[config.mk]
export PLATFORM = sky130hd
export DESIGN_NAME = rx_decimator
export DESIGN_NICKNAME = d
export VERILOG_FILES = /design/src/rtl/rxdec_pkg.sv /design/src/rtl/rxdec_rate_decode.sv /design/src/rtl/rxdec_skip_counter.sv /design/src/rtl/rxdec_out_stage.sv /design/src/rtl/rx_decimator.sv
export SDC_FILE = /design/constraint.sdc
export NUM_CORES = 1
export LEC_CHECK = 0
export ABC_AREA = 1
export BUFFER_PORTS_ARGS = -buffer_cell sky130_fd_sc_hd__clkbuf_2
export CAP_MARGIN = 20
export CORE_ASPECT_RATIO = 1.1
export CORE_UTILIZATION = 35
export CTS_CLUSTER_SIZE = 25
export DETAILED_ROUTE_END_ITERATION = 6
export PLACE_DENSITY = 0.65
export SYNTH_ARGS = -nofsm -noshare
export SYNTH_HDL_FRONTEND = slang
export SYNTH_SLANG_ARGS = --single-unit
export TNS_END_PERCENT = 10
[constraint.sdc]
create_clock -name clk -period 1.1 [get_ports clk]
set_input_delay 0.165 -clock clk [delete_from_list [all_inputs] [get_ports clk]]
set_output_delay 0.165 -clock clk [all_outputs]
set_load 0.02 [all_outputs]
[src/rtl/rxdec_pkg.sv]
package rxdec_pkg;
    localparam int CTRL_W     = 3;
    localparam int CNT_W      = CTRL_W;
    localparam int DATA_W_DEF = 16;

    typedef logic [CNT_W-1:0] skip_t;

    // Active-low control word holds the number of samples to drop.
    function automatic skip_t ctrl_to_skip(input logic [CTRL_W-1:0] ctrl);
        return skip_t'(~ctrl);
    endfunction
endpackage

[src/rtl/rxdec_rate_decode.sv]
module rxdec_rate_decode
    import rxdec_pkg::*;
(
    input  logic [CTRL_W-1:0] rate_n,
    output skip_t             skip_n
);
    always_comb begin
        skip_n = ctrl_to_skip(rate_n);
    end
endmodule

[src/rtl/rxdec_skip_counter.sv]
module rxdec_skip_counter
    import rxdec_pkg::*;
(
    input  logic  clk,
    input  logic  rst,
    input  logic  stream_en,
    input  logic  in_valid,
    input  skip_t skip_n,
    output logic  keep,
    output skip_t cnt_q
);
    logic advance;

    always_comb begin
        advance = stream_en && in_valid;
        keep    = advance && (cnt_q == '0);
    end

    always_ff @(posedge clk) begin
        if (rst || !stream_en) begin
            cnt_q <= '0;
        end else if (advance) begin
            if (cnt_q == '0) begin
                cnt_q <= skip_n;
            end else begin
                cnt_q <= cnt_q - skip_t'(1);
            end
        end
    end
endmodule

[src/rtl/rxdec_out_stage.sv]
module rxdec_out_stage #(
    parameter int DATA_W = rxdec_pkg::DATA_W_DEF
) (
    input  logic              clk,
    input  logic              rst,
    input  logic              keep,
    input  logic [DATA_W-1:0] in_data,
    output logic              out_valid,
    output logic [DATA_W-1:0] out_data
);
    always_ff @(posedge clk) begin
        if (rst) begin
            out_valid <= 1'b0;
            out_data  <= '0;
        end else begin
            out_valid <= keep;
            if (keep) begin
                out_data <= in_data;
            end
        end
    end
endmodule

[src/rtl/rx_decimator.sv]
module rx_decimator
    import rxdec_pkg::*;
#(
    parameter int DATA_W = DATA_W_DEF
) (
    input  logic              clk,
    input  logic              rst,
    input  logic              stream_en,
    input  logic [CTRL_W-1:0] rate_n,
    input  logic              in_valid,
    input  logic [DATA_W-1:0] in_data,
    output logic              out_valid,
    output logic [DATA_W-1:0] out_data
);
    skip_t skip_n;
    skip_t skip_cnt;
    logic  keep_now;

    rxdec_rate_decode u_dec (
        .rate_n (rate_n),
        .skip_n (skip_n)
    );

    rxdec_skip_counter u_cnt (
        .clk       (clk),
        .rst       (rst),
        .stream_en (stream_en),
        .in_valid  (in_valid),
        .skip_n    (skip_n),
        .keep      (keep_now),
        .cnt_q     (skip_cnt)
    );

    rxdec_out_stage #(.DATA_W(DATA_W)) u_out (
        .clk       (clk),
        .rst       (rst),
        .keep      (keep_now),
        .in_data   (in_data),
        .out_valid (out_valid),
        .out_data  (out_data)
    );
endmodule

; ---- Word-level counts from Yosys, hierarchy flattened
; Index checks and enable logic that the tools add are counted.
[word_totals]
wordCells = 11
latch_bits = 0
memories = 0
output_inout_bits = 17
regBits = 20
ramBits = 0
romBits = 0
input_bits = 23
[op_classes]
magnitude_cmp = 0
n_bitwise = 1
n_reduce_logical = 5
n_mul = 0
muxes = 1
add_sub_neg = 1
n_shift = 0
n_eq_ne = 0
div = 0
[op_table]
columns = operator, count
row1 = 3-bit zero test, 1
row2 = 3-bit two-way mux, 1
row3 = 3-bit NOT, 1
row4 = "3-bit by 1-bit subtractor with 3-bit output, second input constant", 1
row5 = 1-bit logical AND, 2
row6 = 1-bit zero test, 1
row7 = 1-bit logical OR, 1

; ---- Logic depth before layout (Yosys ltp)
[depth]
ltp_word = 2
ltp_mapped = 8
ltp_nobuf = 8

; ---- Modules after synthesis
; A second synthesis with hierarchy kept.
[unflattened]
cells_unflattened = 142
area_unflattened_um2 = 982.2
[modules_own_cells]
columns = module, cells_per_inst, area_each_um2, seq_area_each_um2, instances
row1 = rxdec_out_stage, 105, 767.0, 340.3, 1
row2 = rxdec_skip_counter, 34, 203.9, 60.1, 1
row3 = rxdec_rate_decode, 3, 11.3, 0.0, 1

; ---- Least setup slack after synthesis
; Ideal clock, no wire load.
[synth_timing]
path_type = reg2reg
startpoint = reg u_cnt.cnt_q[0]
endpoint = reg u_out.out_data[0]
synth_period_minus_slack_ps = 1228
stages_incl_launch_ff = 9
setup_time_ps = 114
path_buffers = 1
t_arrival_ps = 1114
required_time_ps = 986
setup_slack_ps = -128
path_cell_list = dfxtp_1 inv_1 ha_1 inv_1 nor2_2 nand2_4 buf_6 o21bai_1 nor2_1
[synth_between]
elab_chain_len = 2
[synth_lines]
columns = item, line
row1 = start: declaration, rxdec_skip_counter.sv:10  ; output skip_t cnt_q
row2 = start signal: assignment, rxdec_skip_counter.sv:24  ; cnt_q <= skip_n;
row3 = start signal: assignment, rxdec_skip_counter.sv:26  ; cnt_q <= cnt_q - skip_t'(1);
row4 = 3-bit zero test, rxdec_skip_counter.sv:16  ; keep = advance && (cnt_q == '0);
row5 = 1-bit logical AND, rxdec_skip_counter.sv:16
row6 = end signal: assignment, rxdec_out_stage.sv:18  ; out_data <= in_data;
row7 = end: declaration, rxdec_out_stage.sv:9  ; output logic [DATA_W-1:0] out_data
; Every way passes these cells.
; A chain may end at the register's enable or synchronous reset.

; ---- Worst setup path after layout
; Same ends and word-level chain as after synthesis.

==> impl_table.tex <==
\begin{tabular}{lr}
\hline
Metric & Value \\
\hline
\multicolumn{2}{l}{\textbf{Run status}} \\
\quad Run status & finished, violations left \\
\quad Failing checks & setup timing \\
\multicolumn{2}{l}{\textbf{GRT}} \\
\quad Largest net degree at the start of global routing & 19 \\
\quad Number of global-route vias before repair & roughly 730 \\
\quad Total GRT Usage & approximately 15\% \\
\quad Antenna violations before repair & 0 \\
\quad GR Overflow Total & 0 \\
\quad First-pass GRT wire length & between 2 and 3 mm \\
\multicolumn{2}{l}{\textbf{Flow run}} \\
\quad Total of max-cap violations & 0 \\
\multicolumn{2}{l}{\textbf{Timing}} \\
\quad Fin. Hold Viols & 0 \\
\quad RSZ-0062 raised after global routing & true \\
\quad Max-slew violation count & 0 \\
\quad Highest clock frequency the design can meet & about 870 MHz \\
\quad Crit share post-route & 104\% \\
\quad Number of endpoints failing setup at the final stage & 18 \\
\quad Final worst slack & -0.0445 ns \\
\quad Worst Clk Skew & approximately 0.0023 ns \\
\quad Actual slew at the worst max-slew pin & 0.205 ns \\
\quad Min cycle time layout & $\sim$1.1 ns \\
\quad Worst slew margin relative to its limit & a little under nine tenths \\
\multicolumn{2}{l}{\textbf{Routing}} \\
\quad Final wirelength & roughly 1.8 mm \\
\quad Per-cell via count in the routed design & about 4.4 \\
\quad Residual antenna-violating net count after detailed routing & 0 \\
\quad Detailed-router iteration count before antenna repair & 4 \\
\quad Violation count after the first detailed-routing iteration & 9 \\
\quad Average wire per standard cell & approximately 9.9 µm \\
\quad Drt drc & 0 \\
\quad Detailed-route via count & about 800 \\
\multicolumn{2}{l}{\textbf{Hold path}} \\
\quad Class of the worst hold path & in -> reg \\
\quad Worst hold path depth & 3 \\
\quad Startpoint of the most critical hold path & in\_data[7] \\
\quad End of the worst hold path & u\_out.out\_data[7]\$\_SDFFE\_PP0P\_ \\
\multicolumn{2}{l}{\textbf{Pwr}} \\
\quad Fraction of power spent switching nets & 29.1\% \\
\quad Power density of the placed cells & approximately 1300 nW/µm² \\
\quad Overall power consumption & 1.49 mW \\
\quad Reported leakage power & between 0.5 and 0.6 nW \\
\quad Power dissipated by switching net loads & $\sim$0.43 mW \\
\quad Clock network power share & 22.2\% \\
\quad Peak supply drop & around 0.62 mV \\
\quad Share of power burned in registers & a little over half \\
\quad Internal power consumption & between 1 and 1.5 mW \\
\quad Proportion of power drawn by combinational gates & 23.8\% \\
\multicolumn{2}{l}{\textbf{Floorplanning}} \\
\quad Chip Width & $\sim$49 µm \\
\quad Number of ports placed on the die boundary & 40 \\
\quad Standard cell core area & around 2300 µm² \\
\quad Area of the die & between 2000 and 3000 µm² \\
\quad Vertical die dimension & $\sim$54 µm \\
\quad Total number of placement rows & 18 \\
\quad Effective utilization at floorplan & between 30\% and 40\% \\
\multicolumn{2}{l}{\textbf{Clocking}} \\
\quad Post-CTS Hold Fix Bufs & 0 \\
\quad Clk Tree Root Cell & clkbuf\_4 \\
\quad Number of buffers added by the clock tree synthesis step & 3 \\
\quad Number of sinks on the clock net & 20 \\
\quad Worst skew pair latency & around 0.29 ns \\
\quad Clock Path Buffers & 2 \\
\quad Clock transition time at the flip-flop clock pins of the worst setup and hold paths & $\sim$0.10 ns \\
\quad Clock tree from TritonCTS & yes \\
\quad CTS HTree Levels & 1 \\
\quad Post-CTS setup buffer count & 0 \\
\multicolumn{2}{l}{\textbf{Setup path}} \\
\quad Number of cells on the worst reg-to-reg path & 7 \\
\quad Largest fanout on the critical path & 18 \\
\quad Internal reg-to-reg setup slack & -0.04 ns \\
\quad Required arrival time at the worst endpoint & roughly 1.3 ns \\
\quad Critical path launch point type & flip-flop \\
\quad Worst R2R Start & u\_cnt.cnt\_q[0]\$\_SDFFE\_PP0P\_ \\
\quad Capture instance of the worst register-to-register path & u\_out.out\_data[0]\$\_SDFFE\_PP0P\_ \\
\quad Path type of the worst setup path & reg -> reg \\
\quad CP Capture Type & flip-flop \\
\quad Arrival time of data at the critical path endpoint & about 1.3 ns \\
\multicolumn{2}{l}{\textbf{Placed design}} \\
\quad Post-detail-place hpwl & $\sim$1.4 mm \\
\quad Placer's final routability congestion estimate & 0.738 \\
\quad \# port buffers & 39 \\
\quad Post-placement cell area & $\sim$1100 µm² \\
\multicolumn{2}{l}{\textbf{Cells and area}} \\
\quad Number of antenna cells inserted & 0 \\
\quad Growth of design area from synthesis to finish & 35.9\% \\
\quad Final nets & about 180 \\
\quad Ratio of cells with drive above 1 in the final layout & between 40 and 50\% \\
\quad Post-route cell area & approximately 1200 µm² \\
\quad Number of fill cells in the layout & 239 \\
\multicolumn{2}{l}{\textbf{Synth}} \\
\quad Syn nets & between 100 and 150 \\
\quad Biggest area contributors in the synthesized netlist & dfxtp\_1 47\%, nor2\_1 16\%, o21bai\_1 13\% \\
\quad Library cell occupying the most area in the post-synthesis netlist & dfxtp\_1 \\
\quad Number of flip-flops and latches in the synthesized netlist & 20 \\
\quad Post-synthesis instance area & roughly 860 µm² \\
\quad Fraction of synthesized cell area taken by the top area cell type & a little under half \\
\quad Unique masters post-synth & 18 \\
\quad Mean area per synthesized cell & 8.01 µm² \\
\quad Count of warnings emitted by yosys & 0 \\
\quad Sequential element share of the synthesized area & a little under half \\
\quad Cell count after synthesis & approximately 110 \\
\hline
\end{tabular}
[critical path, stage by stage, from the launching register on]
cell,delay (ns)
dfxtp_2,0.34
inv_2,0.07
ha_4,0.14
inv_2,0.04
nor2_4,0.14
nand2_8,0.11
o21bai_1,0.14
nor2_1,0.06
[layout make-up]
| class | count | area, µm² | share of cell area [%] |
|---|---|---|---|
| Clock buffer | 3 | 22.5 | 1.93 |
| Inverter | 9 | 33.8 | 2.90 |
| Sequential cell | 20 | 403 | 34.6 |
| Multi-Input combinational cell | 75 | 423 | 36.3 |
| Tap cell | 30 | 37.5 | 3.22 |
| Timing Repair Buffer | 44 | 245 | 21.1 |
[power groups by stage]
stage / Combinational, mW / Sequential, mW / Clock (mW)
2_1_floorplan: 0.167 / 0.873 / 0
3_3_place_gp: 0.345 / 0.818 / 0
3_5_place_dp: 0.354 / 0.821 / 0
4_1_cts: 0.360 / 0.805 / 0.347
5_1_grt: 0.395 / 0.811 / 0.368
6_report: 0.355 / 0.804 / 0.331
[registers in the layout, summed over array words and instances (netlist names)]
register	count
u_out.out_valid	1
u_out.out_data	16
u_cnt.cnt_q	3
[per-stage QoR]
stage          hold slack [ns]  std cells  worst slack (ns)  util, %  TNS (ns)
4_1_cts                  0.102        181           -0.0588     51.2    -0.751
2_1_floorplan            0.311        107           -0.0741        -    -0.458
6_report                 0.112        181           -0.0445     51.2    -0.499
3_3_place_gp             0.408        178           -0.0264     49.8    -0.204
5_1_grt                  0.115        181            -0.165     51.2     -2.09
3_5_place_dp             0.419        178           -0.0760     49.8    -0.901
[worst max-delay path by stage]
stage	end	cells after the start	start	slack (ns)
global route	u_out.out_data[0]$_SDFFE_PP0P_	7	u_cnt.cnt_q[0]$_SDFFE_PP0P_	-0.16
CTS	u_out.out_data[5]$_SDFFE_PP0P_	7	u_cnt.cnt_q[0]$_SDFFE_PP0P_	-0.06
finish	u_out.out_data[0]$_SDFFE_PP0P_	7	u_cnt.cnt_q[0]$_SDFFE_PP0P_	-0.04
detailed placement	u_out.out_data[0]$_SDFFE_PP0P_	7	u_cnt.cnt_q[1]$_SDFFE_PP0P_	-0.08
floorplan	u_out.out_data[0]$_SDFFE_PP0P_	8	u_cnt.cnt_q[1]$_SDFFE_PP0P_	-0.07
global placement	u_out.out_data[0]$_SDFFE_PP0P_	7	u_cnt.cnt_q[1]$_SDFFE_PP0P_	-0.03
[cell usage in the layout, fill, tap and decap left out, types with 3 or more instances in the layout]
cell,synthesis,routed
clkbuf_2,0,39
nor2_1,36,36
dfxtp_1,20,18
o21bai_1,15,15
nand2_1,10,10
inv_2,2,5
inv_1,7,4
buf_4,0,4
clkbuf_4,0,3
[cell usage after synthesis]
master	number
nand2_2	2
o21bai_1	15
nor2_2	2
nand3_1	2
nor2_4	1
nand2_1	10
inv_2	2
nor2_1	36
o21bai_2	1
o21a_1	1
buf_6	2
inv_1	7
dfxtp_1	20
ha_1	2
nand2_4	1
clkbuf_1	1
a21oi_1	1
o21ai_0	1
[layer usage]
metal  global-route usage [%]  vias to the layer above  part of all wire [%]
li1                         -                      423                     -
met1                     16.6                      355                    43
met2                     28.5                       22                    52
met3                     2.54                        2                   4.5
met4                     7.35                        0                  0.67
met5                        0                        -                     0
[cell families (layout without fill, tap and decap cells)]
group	count (synthesis)	in the layout	share of synthesized area, %
and+or+nand+nor	54	54	26.9
DFF	20	20	46.7
AOI/OAI and AO/OA	19	19	16.5
buffers and inverters	12	56	7.01
adders and majority gates	2	2	2.92
[repair_timing]
action,in CTS,in global routing
hold endpoints to repair,0,0
gates resized for setup,1,0
pin swaps,3,1
endpoints found under the setup margin,18,19
Note: power is estimated with default switching activity, not from simulation.
